==> src/rtl/lsa_pkg.sv <==
package lsa_pkg;
    parameter int ADDR_W = 32;
    parameter int DATA_W = 32;
    parameter int OFF_W  = 16;
    localparam int LANES      = DATA_W / 8;
    localparam int LANE_IDX_W = $clog2(LANES);

    typedef enum logic [1:0] {
        SZ_BYTE = 2'b00,
        SZ_HALF = 2'b01,
        SZ_WORD = 2'b10,
        SZ_RSVD = 2'b11
    } acc_size_e;

    typedef struct packed {
        logic [ADDR_W-1:0] word_addr;
        logic [LANES-1:0]  be;
        logic              misaligned;
    } lane_plan_t;

    typedef struct packed {
        acc_size_e             size;
        logic                  zext;
        logic [LANE_IDX_W-1:0] lane;
        logic                  misaligned;
    } load_ctx_t;

    function automatic logic is_wide(acc_size_e s);
        return (s == SZ_WORD) || (s == SZ_RSVD);
    endfunction

    function automatic logic check_misalign(acc_size_e s, logic [LANE_IDX_W-1:0] lane);
        if (s == SZ_HALF) return lane[0];
        if (is_wide(s))   return lane != '0;
        return 1'b0;
    endfunction
endpackage

==> src/rtl/lsa_agu.sv <==
module lsa_agu
    import lsa_pkg::*;
(
    input  logic [ADDR_W-1:0] base,
    input  logic [OFF_W-1:0]  offset,
    input  acc_size_e         size,
    output logic [LANE_IDX_W-1:0] lane,
    output lane_plan_t        plan
);
    logic [ADDR_W-1:0] eff;
    logic [LANES-1:0]  raw_be;
    logic              mis;

    always_comb begin
        eff  = base + {{(ADDR_W-OFF_W){offset[OFF_W-1]}}, offset};
        lane = eff[LANE_IDX_W-1:0];
        mis  = check_misalign(size, lane);
    end

    for (genvar i = 0; i < LANES; i++) begin : g_lane
        always_comb begin
            unique case (size)
                SZ_BYTE: raw_be[LANES-1-i] = (lane == LANE_IDX_W'(i));
                SZ_HALF: raw_be[LANES-1-i] = (lane[LANE_IDX_W-1:1] == (LANE_IDX_W-1)'(i / 2));
                default: raw_be[LANES-1-i] = 1'b1;
            endcase
        end
    end

    always_comb begin
        plan.word_addr = {eff[ADDR_W-1:LANE_IDX_W], {LANE_IDX_W{1'b0}}};
        plan.misaligned = mis;
        plan.be = mis ? '0 : raw_be;
    end
endmodule

==> src/rtl/lsa_store_rep.sv <==
module lsa_store_rep
    import lsa_pkg::*;
(
    input  logic [DATA_W-1:0] data,
    input  acc_size_e         size,
    output logic [DATA_W-1:0] wdata
);
    for (genvar i = 0; i < LANES; i++) begin : g_lane
        always_comb begin
            unique case (size)
                SZ_BYTE: wdata[DATA_W-1-8*i -: 8] = data[7:0];
                SZ_HALF: wdata[DATA_W-1-8*i -: 8] = (i % 2 == 0) ? data[15:8] : data[7:0];
                default: wdata[DATA_W-1-8*i -: 8] = data[DATA_W-1-8*i -: 8];
            endcase
        end
    end
endmodule

==> src/rtl/lsa_load_ext.sv <==
module lsa_load_ext
    import lsa_pkg::*;
(
    input  logic [DATA_W-1:0] word,
    input  load_ctx_t         ctx,
    output logic [DATA_W-1:0] data
);
    logic [LANE_IDX_W-1:0] rev_b;
    logic [LANE_IDX_W-1:0] rev_h;
    logic [DATA_W-1:0]     sh_b;
    logic [DATA_W-1:0]     sh_h;
    logic [7:0]            fb;
    logic [15:0]           fh;

    always_comb begin
        rev_b = LANE_IDX_W'(LANES - 1) - ctx.lane;
        rev_h = LANE_IDX_W'(LANES - 2) - ctx.lane;
        sh_b  = word >> {rev_b, 3'b000};
        sh_h  = word >> {rev_h, 3'b000};
        fb    = sh_b[7:0];
        fh    = sh_h[15:0];
        if (ctx.misaligned) begin
            data = '0;
        end else begin
            unique case (ctx.size)
                SZ_BYTE: data = {{(DATA_W-8){fb[7] & ~ctx.zext}}, fb};
                SZ_HALF: data = {{(DATA_W-16){fh[15] & ~ctx.zext}}, fh};
                default: data = word;
            endcase
        end
    end
endmodule

==> src/rtl/lsa_top.sv <==
module lsa_top
    import lsa_pkg::*;
(
    input  logic        clk,
    input  logic        rst,
    input  logic        req_valid,
    input  logic        req_store,
    input  logic [1:0]  req_size,
    input  logic        req_zext,
    input  logic [31:0] req_base,
    input  logic [15:0] req_offset,
    input  logic [31:0] req_wdata,
    input  logic        rsp_valid,
    input  logic [31:0] rsp_word,
    output logic        out_valid,
    output logic [31:0] mem_addr,
    output logic [3:0]  mem_be,
    output logic [31:0] mem_wdata,
    output logic        mem_write,
    output logic        misaligned,
    output logic        load_valid,
    output logic [31:0] load_data
);
    acc_size_e             size_in;
    logic [LANE_IDX_W-1:0] lane;
    lane_plan_t            plan;
    logic [DATA_W-1:0]     rep_data;
    logic [DATA_W-1:0]     ext_data;
    load_ctx_t             ctx_q;

    assign size_in = acc_size_e'(req_size);

    lsa_agu u_agu (
        .base   (req_base),
        .offset (req_offset),
        .size   (size_in),
        .lane   (lane),
        .plan   (plan)
    );

    lsa_store_rep u_rep (
        .data  (req_wdata),
        .size  (size_in),
        .wdata (rep_data)
    );

    lsa_load_ext u_ext (
        .word (rsp_word),
        .ctx  (ctx_q),
        .data (ext_data)
    );

    always_ff @(posedge clk) begin
        if (rst) begin
            out_valid  <= 1'b0;
            mem_addr   <= '0;
            mem_be     <= '0;
            mem_wdata  <= '0;
            mem_write  <= 1'b0;
            misaligned <= 1'b0;
            ctx_q      <= '0;
        end else begin
            out_valid <= req_valid;
            if (req_valid) begin
                mem_addr   <= plan.word_addr;
                mem_be     <= req_store ? plan.be : '0;
                mem_wdata  <= rep_data;
                mem_write  <= req_store & ~plan.misaligned;
                misaligned <= plan.misaligned;
                ctx_q      <= '{size: size_in, zext: req_zext, lane: lane,
                                misaligned: plan.misaligned};
            end else begin
                mem_be    <= '0;
                mem_write <= 1'b0;
            end
        end
    end

    always_ff @(posedge clk) begin
        if (rst) begin
            load_valid <= 1'b0;
            load_data  <= '0;
        end else begin
            load_valid <= rsp_valid;
            if (rsp_valid) load_data <= ext_data;
        end
    end

    a_r5_misalign_no_lanes: assert property (@(posedge clk) disable iff (rst)
        (out_valid && misaligned) |-> (mem_be == '0 && !mem_write));

    a_r7_load_no_lanes: assert property (@(posedge clk) disable iff (rst)
        (req_valid && !req_store) |=> (mem_be == '0 && !mem_write));

    a_r1_valid_follows: assert property (@(posedge clk) disable iff (rst)
        req_valid |=> out_valid);

    a_r6_byte_replicated: assert property (@(posedge clk) disable iff (rst)
        (req_valid && req_store && req_size == 2'b00) |=>
        (mem_wdata[31:24] == mem_wdata[7:0] && mem_wdata[23:16] == mem_wdata[7:0]
         && mem_wdata[15:8] == mem_wdata[7:0]));

    a_r9_zero_ext_byte: assert property (@(posedge clk) disable iff (rst)
        (rsp_valid && ctx_q.zext && ctx_q.size == SZ_BYTE) |=> (load_data[31:8] == '0));
endmodule

==> config.mk <==
export PLATFORM = sky130hd
export DESIGN_NAME = lsa_top
export DESIGN_NICKNAME = d
export VERILOG_FILES = /design/src/rtl/lsa_pkg.sv /design/src/rtl/lsa_agu.sv /design/src/rtl/lsa_store_rep.sv /design/src/rtl/lsa_load_ext.sv /design/src/rtl/lsa_top.sv
export SDC_FILE = /design/constraint.sdc
export NUM_CORES = 1
export LEC_CHECK = 0
export BUFFER_PORTS_ARGS = -buffer_cell sky130_fd_sc_hd__buf_2
export CAP_MARGIN = 25
export CORE_MARGIN = 2
export CORE_UTILIZATION = 47
export CTS_BUF_LIST = sky130_fd_sc_hd__clkbuf_4 sky130_fd_sc_hd__clkbuf_8 sky130_fd_sc_hd__clkbuf_16
export DETAILED_ROUTE_END_ITERATION = 10
export PLACE_DENSITY = 0.8
export SYNTH_ARGS = -nofsm -noshare
export SYNTH_HDL_FRONTEND = slang
export SYNTH_HIERARCHICAL = 1
export SYNTH_SLANG_ARGS = --single-unit
export TNS_END_PERCENT = 30
==> constraint.sdc <==
create_clock -name clk -period 2.6 [get_ports clk]
set_clock_uncertainty 0.15 [all_clocks]
set_input_delay 0.26 -clock clk [delete_from_list [all_inputs] [get_ports clk]]
set_output_delay 0.26 -clock clk [all_outputs]
set_load 0.1 [all_outputs]
==> impl_metrics.toml, run 1 <==
[synth]
postSynthCellCount = 803
synth_edf_count = 0
ys_seq_area_share_pct = 30.5
synth_seq_cells = 109
synthArstFlopShare_pct = 0
synth_cell_type_count = 67
yosysWarnings = 6
synth_area_um2 = 7160
avgSynthCellArea_um2 = 8.92
ys.flop_type = "dfxtp_1"

[global_route]
grt_pass1_wl_mm = 29.7
grt_start_max_net_pins = 66
track_usage_pct = 22.5
antenna_found_initial = 0
gr-total-overflow = 0
grt_pass1_vias = 6182

[power]
peakVddDrop_mv = 0.378
switching_share_pct = 43.1
combPwrFrac_pct = 42.4
seqPwrFrac_pct = 33.0
powerDensity_nw_per_um2 = 659
p_leak_uw = 0.00446
internal-power_uw = 3280
p_sw_uw = 2480
p_clk_share_pct = 24.7

[worst_setup_path]
cp.arrival_ns = 2.62
worstSetupEndpointType = "flop"
rr_worst_depth = 6
startpoint_type = "input pin"
crit_fanout = 4
reg2reg_to = "load_data[30]"
reg2reg_from = "ctx_q[1]"
critPathRequiredTime_ns = 2.73
path_class = "input pin to flop"
rrSetupSlack_ns = 0.45

[floorplan]
die_h_um = 127
start_util_pct = 47.6
die_area_um2 = 16200
std_cell_rows = 45
io_pins = 224
core_um2 = 15000
die_w_um = 127

[worst_hold_path]
min_from = "req_wdata[5]"
hp-class = "input pin to flop"
whs_endpoint = "mem_wdata[5]"
whs_path_depth = 3

[cts]
worstSkewPairLatency_ns = 0.34
numClockSinks = 109
cts_max_level = 3
cts_buffer_depth = 2
cts_buffers = 9
cts-root-buf = "clkbuf_16"
clkTransAtPathRegs_ns = 0.07
cts_tree = "done"

[cells_and_area]
layout_commonest_cell = "buf_2"
antenna_cells = 0
layout-area-overhead-vs-synth_pct = 22.1
layout_common_cells = "buf_2 (219), mux2i_1 (136), nor2_1 (125)"
nNetsFinal = 1169
fin_util_pct = 58.2
drive_above_1_share_pct = 31.0

[detailed_routing]
drt-met1-wl_mm = 8.00
vias = 6505
dr.pass1.iters = 5
post_drt_wl_per_cell_um = 15.5
drt_iter0_drc = 278
drc = 0
routed.top_layer = "met4"
route.met2.wl_mm = 8.95
postRouteAntennaNets = 0
met3_length_mm = 1.35
via_per_inst = 5.38
drt_wl_total_mm = 18.8

[sta]
hold_ws_ns = 0.0495
rsz0062_at_grt = "yes"
fmax_mhz = 401
period_share_pct = 95.9
tns_ns = 0
slew_headroom_pct = 54.0
period_needed_ns = 2.49
hold_violations = 0
slew_viol_final = 0
tightest_slew_ns = 0.688
setup_viol = 0

[place]
dp_hpwl_mm = 14.3
gp_congestion = 0.924
port_buffers = 223

[outcome]
outcome = "finished clean"

[flow_run]
max_cap_violations = 0
## sequential cells by signal, summed over array words and instances (netlist names)
| register | count |
|---|---|
| mem_wdata | 32 |
| mem_addr | 32 |
| mem_be | 4 |
| load_data | 32 |
| out_valid | 1 |
| load_valid | 1 |
| ctx_q | 6 |
| mem_write | 1 |
## area by class of cell
class,instances,area [um^2]
Multi-Input combinational cell,612,4470
Clock buffer,10,233
Inverter,21,78.8
Sequential cell,109,2180
Clock inverter,6,71.3
Timing Repair Buffer,264,1480
Tap cell,188,235
Fill cell,1329,6280
## how the worst max path moves through the flow
| stage | start | slack [ns] | cells after the start | to |
|---|---|---|---|---|
| 6_report | req_base[0] | 0.11 | 14 | mem_addr[16] |
| 5_1_grt | req_base[0] | -0.03 | 14 | mem_addr[16] |
| 4_1_cts | req_base[0] | 0.13 | 13 | mem_addr[24] |
| 3_5_place_dp | req_base[0] | -0.24 | 13 | mem_addr[24] |
| 3_3_place_gp | req_base[0] | -0.17 | 13 | mem_addr[28] |
| 2_1_floorplan | req_offset[0] | 0.006 | 12 | mem_addr[28] |
## power groups by stage
stage               logic [uW]  clock network [uW]  registers (uW)
floorplan                  965                   0            2920
global placement          2390                   0            1940
detailed placement        2410                   0            1940
CTS                       2420                1470            1900
global route              2590                1540            1920
finish                    2440                1420            1900
## through the flow
stage / total power [uW] / std cells / instance area, um^2 / worst slack (ns)
6_report: 5770 / 1210 / 8750 / 0.108
5_1_grt: 6050 / 1210 / 8750 / -0.0336
4_1_cts: 5790 / 1208 / 8670 / 0.128
3_5_place_dp: 4350 / 1190 / 8350 / -0.244
3_3_place_gp: 4320 / 1190 / 8350 / -0.169
2_1_floorplan: 3890 / 804 / 7170 / 0.00572
## Yosys cell counts (all sizes together), types with 8 or more instances
cell | n | area [um^2]
inv | 21 | 78.8
a21oi | 41 | 213
mux2i | 136 | 1360
dfxtp | 109 | 2180
clkbuf | 11 | 42.5
buf | 51 | 433
a211oi | 8 | 77.6
a22oi | 8 | 60.1
nand2 | 44 | 165
xnor2 | 16 | 140
nor3 | 8 | 40.0
nand2b | 8 | 50.1
nor2b | 8 | 52.6
o21bai | 11 | 82.6
nor2 | 127 | 495
o211ai | 11 | 82.6
ha | 31 | 388
o21ai | 31 | 155
mux2 | 17 | 206
a21o | 29 | 218
xor2 | 14 | 123
## cells by family after synthesis
kind of cell | Yosys count | share of synthesized area (%)
compound gates | 167 | 16.2
xor+xnor | 30 | 3.67
fa+ha+maj | 32 | 5.69
buf+inv | 83 | 7.74
flops | 109 | 30.5
mux | 153 | 21.9
other cells | 1 | 0.0524
simple gates | 228 | 14.3
## layer usage
metal | GRT usage, % | vias to the layer above
li1 | - | 3240
met2 | 38.2 | 251
met1 | 27.9 | 2975
met5 | 0 | -
met3 | 5.40 | 39
met4 | 8.14 | 0
## timing repair
action                     in CTS  in global routing
setup buffers                   0                  2
setup endpoints to repair       0                  3
hold buffers                    2                  0
hold endpoints to repair        2                  0
gates resized for setup         0                 13
## critical path, stage by stage
cell       delay [ns]
buf_8            0.08
ha_4             0.13
inv_2            0.04
fa_2             0.36
and2b_1          0.24
o2111ai_2        0.14
a21o_1           0.27
a211oi_4         0.37
buf_6            0.16
nor3_4           0.03
o21bai_1         0.18
xor2_1           0.16
mux2i_1          0.08
nor2_1           0.13
Note: power is estimated with default switching activity, not from simulation.
==> run 2: changes to the inputs <==
--- a/config.mk
+++ b/config.mk
@@ -8,10 +8,11 @@
 export BUFFER_PORTS_ARGS = -buffer_cell sky130_fd_sc_hd__buf_2
 export CAP_MARGIN = 25
 export CORE_MARGIN = 2
-export CORE_UTILIZATION = 47
+export CORE_UTILIZATION = 52
 export CTS_BUF_LIST = sky130_fd_sc_hd__clkbuf_4 sky130_fd_sc_hd__clkbuf_8 sky130_fd_sc_hd__clkbuf_16
 export DETAILED_ROUTE_END_ITERATION = 10
-export PLACE_DENSITY = 0.8
+export MAX_ROUTING_LAYER = met4
+export PLACE_DENSITY = 0.84
 export SYNTH_ARGS = -nofsm -noshare
 export SYNTH_HDL_FRONTEND = slang
 export SYNTH_HIERARCHICAL = 1
==> constraint.sdc (replaced) <==
create_clock -name clk -period 2.4 [get_ports clk]
set_clock_uncertainty 0.15 [all_clocks]
set_input_delay 0.24 -clock clk [delete_from_list [all_inputs] [get_ports clk]]
set_output_delay 0.24 -clock clk [all_outputs]
set_load 0.1 [all_outputs]
==> run 2 against run 1 <==
  * Wire length is 5.7% higher
  * Sequential share of layout area down 0.93 points
  * Clock power about the same
  * Via count grew 5.2%
  * Critical path depth grew 1
  * Die area down 9.3%
  * Sequential power up 9%
  * Highest routed layer unchanged
  * Design area up 3.9%
==> impl_metrics.toml, run 2 (synthesis results as in run 1) <==
[cts]
cts_buffer_depth = 2
cts-root-buf = "clkbuf_16"
cts_max_level = 3
clkTransAtPathRegs_ns = 0.08
numClockSinks = 109
worstSkewPairLatency_ns = 0.36
cts_buffers = 9
cts_tree = "done"

[worst_setup_path]
cp.arrival_ns = 2.43
path_class = "input pin to flop"
crit_fanout = 3
worstSetupEndpointType = "flop"
startpoint_type = "input pin"
critPathRequiredTime_ns = 2.49

[detailed_routing]
postRouteAntennaNets = 0
via_per_inst = 5.49
drt_iter0_drc = 404
drt_wl_total_mm = 19.9
vias = 6846
dr.pass1.iters = 5
post_drt_wl_per_cell_um = 16.0
drc = 0

[sta]
period_needed_ns = 2.34
period_share_pct = 97.7
slew_viol_final = 0
rsz0062_at_grt = "yes"
hold_violations = 0
hold_ws_ns = 0.00706
tightest_slew_ns = 0.569
slew_headroom_pct = 62.1
setup_viol = 0
fmax_mhz = 427

[power]
p_leak_uw = 0.00469
peakVddDrop_mv = 0.460
p_total_uw = 6290
powerDensity_nw_per_um2 = 692

[place]
gp_congestion = 0.936
dp_hpwl_mm = 15.2
port_buffers = 223
placed_area_um2 = 8720

[global_route]
grt_start_max_net_pins = 64
grt_pass1_vias = 6468
gr-total-overflow = 0
antenna_found_initial = 0
grt_pass1_wl_mm = 30.8
track_usage_pct = 26.8

[cells_and_area]
nNetsFinal = 1217
drive_above_1_share_pct = 34.4
seqCellArea_um2 = 2180
reg.largest.list = "load_data (32), mem_addr (32), mem_wdata (32)"
fillCellCount = 1064
antenna_cells = 0
layout_commonest_cell = "buf_2"
multi_input_comb_area_um2 = 4470
layout-area-overhead-vs-synth_pct = 26.9
layout_common_cells = "buf_2 (219), mux2i_1 (136), nor2_1 (125)"
final_cell_area_um2 = 9090

[floorplan]
die_h_um = 121
die_area_um2 = 14700
die_w_um = 121
core_um2 = 13300
io_pins = 224
start_util_pct = 53.7
std_cell_rows = 42

[worst_hold_path]
hp-class = "input pin to flop"

[flow_run]
max_cap_violations = 0

[outcome]
outcome = "finished clean"
==> run 2: critical path: stages <==
cell and delay (ns):
buf_6 0.08, ha_4 0.13, inv_2 0.04, fa_2 0.34, and2b_1 0.24, o2111ai_2 0.14
a21o_1 0.23, a211oi_4 0.26, buf_6 0.14, buf_4 0.10, nor3_1 0.04, o21bai_1 0.16
xor2_1 0.08, mux2i_1 0.15, nor2_1 0.05
==> run 2: per-layer routing <==
| metal | global-route usage [%] | vias up | part of all wire (%) |
|---|---|---|---|
| li1 | - | 3345 | - |
| met1 | 32.1 | 3181 | 43 |
| met2 | 44.3 | 273 | 47 |
| met3 | 4.70 | 47 | 6.6 |
| met4 | 11.6 | 0 | 3.0 |
| met5 | - | - | 0 |
==> run 2: what timing repair did <==
item | 4_1_cts | 5_1_grt
buffers inserted | 0 | 5
endpoints found under the setup margin | 0 | 12
resized for setup | 0 | 8
hold buffers | 2 | 0
endpoints found under the hold margin | 2 | 0
==> run 2: power by group <==
part	internal (uW)	leakage [uW]	switching (uW)	total (uW)
Sequential	1970	0.000898	101	2070
Combinational	844	0.00365	1930	2770
Clock	720	0.000137	733	1450
==> run 2: worst paths after layout <==
| path | slack, ns | start | depth (start not counted) | to |
|---|---|---|---|---|
| worst min-delay path | 0.007 | req_wdata[6] | 3 | mem_wdata[6] |
| worst min register to register | 0.34 | load_data[19] | 2 | load_data[19] |
| worst max-delay path | 0.06 | req_base[0] | 15 | mem_addr[16] |
| worst max register to register | 0.27 | ctx_q[2] | 6 | load_data[25] |
==> run 2: stage by stage <==
step / cells / worst slack [ns] / setup TNS (ns) / utilization [%]
after detailed placement: 1223 / -0.358 / -4.19 / 65.3
after floorplan: 804 / -0.118 / -0.270 / -
after global placement: 1223 / -0.296 / -2.95 / 65.3
after global routing: 1246 / -0.0852 / -0.180 / 68.1
after CTS: 1241 / 0.0177 / 0 / 67.6
final: 1246 / 0.0558 / 0 / 68.1
==> run 2: cell type report <==
cell class | instances | area share [%]
Inverter | 21 | 0.867
Clock inverter | 7 | 0.619
Tap cell | 176 | 2.42
Timing Repair Buffer | 312 | 20.5
Multi-Input combinational cell | 612 | 49.1
Sequential cell | 109 | 24.0
Clock buffer | 9 | 2.48
==> run 3: changes to the inputs <==
--- a/config.mk
+++ b/config.mk
@@ -8,13 +8,14 @@
 export BUFFER_PORTS_ARGS = -buffer_cell sky130_fd_sc_hd__buf_2
 export CAP_MARGIN = 25
 export CORE_MARGIN = 2
-export CORE_UTILIZATION = 52
+export CORE_UTILIZATION = 51
 export CTS_BUF_LIST = sky130_fd_sc_hd__clkbuf_4 sky130_fd_sc_hd__clkbuf_8 sky130_fd_sc_hd__clkbuf_16
 export DETAILED_ROUTE_END_ITERATION = 10
+export GPL_TIMING_DRIVEN = 0
 export MAX_ROUTING_LAYER = met4
 export PLACE_DENSITY = 0.84
+export SKIP_LAST_GASP = 1
 export SYNTH_ARGS = -nofsm -noshare
 export SYNTH_HDL_FRONTEND = slang
-export SYNTH_HIERARCHICAL = 1
 export SYNTH_SLANG_ARGS = --single-unit
 export TNS_END_PERCENT = 30
==> run 3 against run 2 <==
  * Largest cell class unchanged
  * Global-route usage up 5.2 points
  * The run now ends with negative setup slack left
  * Wire length up 9.5%
  * Synthesized cell count up 0.75%
==> impl_metrics.toml, run 3 <==
[outcome]
outcome = "finished, violations left"
violations = "negative setup slack"

[power]
p_leak_uw = 0.00388
powerDensity_nw_per_um2 = 726
peakVddDrop_mv = 0.361
p_total_uw = 6110

[synth]
synth.area.top_cells = "dfxtp_1 (33%), mux2i_1 (9.8%), nor2_1 (6.3%)"
synthArstFlopShare_pct = 0
yosys.area_share.simple_pct = 17.5
synth_cell_type_count = 72
postSynthCellCount = 809
yosysWarnings = 0
synth.area.mux_share_pct = 10.2
yosysMostFrequentCell = "nor2_1"
ys.flop_type = "dfxtp_1"
synth_common_cells = "nor2_1 (109), dfxtp_1 (107), nand2_1 (74), o21ai_0 (74), a21oi_1 (69)"
synth_edf_count = 0
synth_seq_cells = 107
avgSynthCellArea_um2 = 8.04
ys_seq_area_share_pct = 32.9
yosysTopAreaCell = "dfxtp_1"
synth_fa_ha_area_share_pct = 6.27
yosys.area_share.xor_xnor_pct = 3.10
synth_top_family_by_area = "compound AO/OA/AOI/OAI gates"
synth.top_cell.area_share_pct = 32.9
synth_area_um2 = 6510
synth-compound-area-share_pct = 25.5

[worst_hold_path]
hp-class = "input pin to flop"

[worst_setup_path]
critPathTopFamily = "compound AO/OA/AOI/OAI gates"
crit_fanout = 4
path_class = "input pin to flop"
cp_cell_sequence = "buf_6 -> ha_4 -> fa_2 -> a211o_4 -> and2_4 -> a2111oi_4 -> or3_4 -> a31oi_4 -> buf_4 -> xor2_1 -> mux2i_1 -> nor2_1"
critPathRequiredTime_ns = 2.48
cp_slowest_stage_delay_ns = 0.36
cp_num_buf_inv = 2
crit_slowest_cell = "a211o_4"
worstSetupEndpointType = "flop"
cp.arrival_ns = 2.62
startpoint_type = "input pin"

[cts]
clkTransAtPathRegs_ns = 0.08
cts-root-buf = "clkbuf_16"
numClockSinks = 107
cts_buffer_depth = 2
worstSkewPairLatency_ns = 0.37
cts_buffers = 9
cts_tree = "done"
cts_max_level = 3

[detailed_routing]
postRouteAntennaNets = 0
drt_iter0_drc = 718
drt_wl_total_mm = 21.8
drc = 0
vias = 7087
post_drt_wl_per_cell_um = 17.8
dr.pass1.iters = 5
via_per_inst = 5.79

[floorplan]
die_w_um = 117
die_h_um = 117
start_util_pct = 52.0
die_area_um2 = 13700
core_um2 = 12500
std_cell_rows = 41
io_pins = 224

[cells_and_area]
drive_above_1_share_pct = 27.4
layout_common_cells = "buf_2 (217), nor2_1 (108), dfxtp_1 (107)"
layout-area-overhead-vs-synth_pct = 29.2
antenna_cells = 0
layout_commonest_cell = "buf_2"
nNetsFinal = 1200
reg.largest.list = "load_data (32), mem_wdata (32), mem_addr (30)"

[global_route]
grt_pass1_wl_mm = 33.0
grt_start_max_net_pins = 21
track_usage_pct = 32.0
grt_pass1_vias = 6581
gr-total-overflow = 0
antenna_found_initial = 0

[sta]
tightest_slew_ns = 0.821
slew_viol_final = 0
hold_violations = 0
slew_headroom_pct = 45.3
period_needed_ns = 2.54
fmax_mhz = 394
setup_viol = 13
period_share_pct = 106
worst_slack_ns = -0.137
rsz0062_at_grt = "yes"
hold_ws_ns = 0.0175

[place]
place_ws_ns = -0.674
gp_congestion = 0.981
dp_hpwl_mm = 16.3
port_buffers = 217

[flow_run]
max_cap_violations = 0
==> run 3: changes by cell type in the layout (fill, tap and decap cells not counted), moves of 8 or more <==
cell      delta
mux2_2      -11
a311oi_1    +10
a211oi_1    +20
clkbuf_1    +41
nor2_1      -17
a21o_1      -17
o21bai_1     -8
mux2i_1     -72
o21ai_0     +44
nand2_1     +30
a21oi_1     +32
buf_4       -71
==> run 3: cell families after synthesis <==
group / count (synthesis)
AO/OA/AOI/OAI: 259
XOR/XNOR: 23
adder cells (fa/ha/maj): 32
buffers and inverters: 68
flip-flops: 107
multiplexers: 66
other: 1
AND/OR/NAND/NOR: 253
==> run 3: path summary, 6_finish.rpt <==
check                             startpoint           end  slack [ns]  cells past startpoint
worst max-delay path             req_base[0]  mem_addr[22]       -0.14                     12
worst min-delay path            req_wdata[3]  mem_wdata[3]        0.02                      3
worst max register to register      ctx_q[2]  load_data[7]       -0.07                      7
worst min register to register  mem_addr[30]  mem_addr[30]        0.31                      2
==> run 3: power breakdown <==
part / total (uW) / switching, uW / internal (uW)
logic: 2590 / 1910 / 677
clock network: 1510 / 775 / 735
registers: 2010 / 84.2 / 1930
total: 6110 / 2770 / 3340
==> run 3: through the flow <==
step                area, um^2  util (%)  setup TNS, ns  instances
detailed placement        7930      63.3         -11.74       1199
CTS                       8320      66.5          -1.19       1219
floorplan                 6630         -         -0.903        810
finish                    8410      67.2         -0.620       1225
global route              8410      67.2          -2.75       1225
global placement          7930      63.3         -11.23       1199
==> run 3: final cells by class <==
cell class              count  area [um^2]
multi-input cells         635         4280
fillers                  1103         4110
flip-flops and latches    107         2140
repair buffers            227         1180
plain buffers              54          245
clock buffers               9          225
well taps                 172          215
clock inverters             7         66.3
inverters                  14         52.6
==> run 3: routing by layer <==
metal	track usage, %	vias to the layer above	wire (um)
met2	53.0	328	10500
met3	8.24	51	1860
met1	37.1	3312	8760
met5	-	-	0
li1	-	3396	-
met4	13.0	0	708
==> run 3: tightest hold or removal path: stages <==
cell     delay (ns)
buf_2          0.11
mux2i_1        0.07
nor2_1         0.08
==> run 3: what timing repair did <==
action                                 4_1_cts  5_1_grt
setup endpoints to repair                   33       32
endpoints found under the hold margin        1        0
resized for setup                           16       13
pin swaps                                    1        5
buffers inserted                             3        6
hold buffers                                 1        0
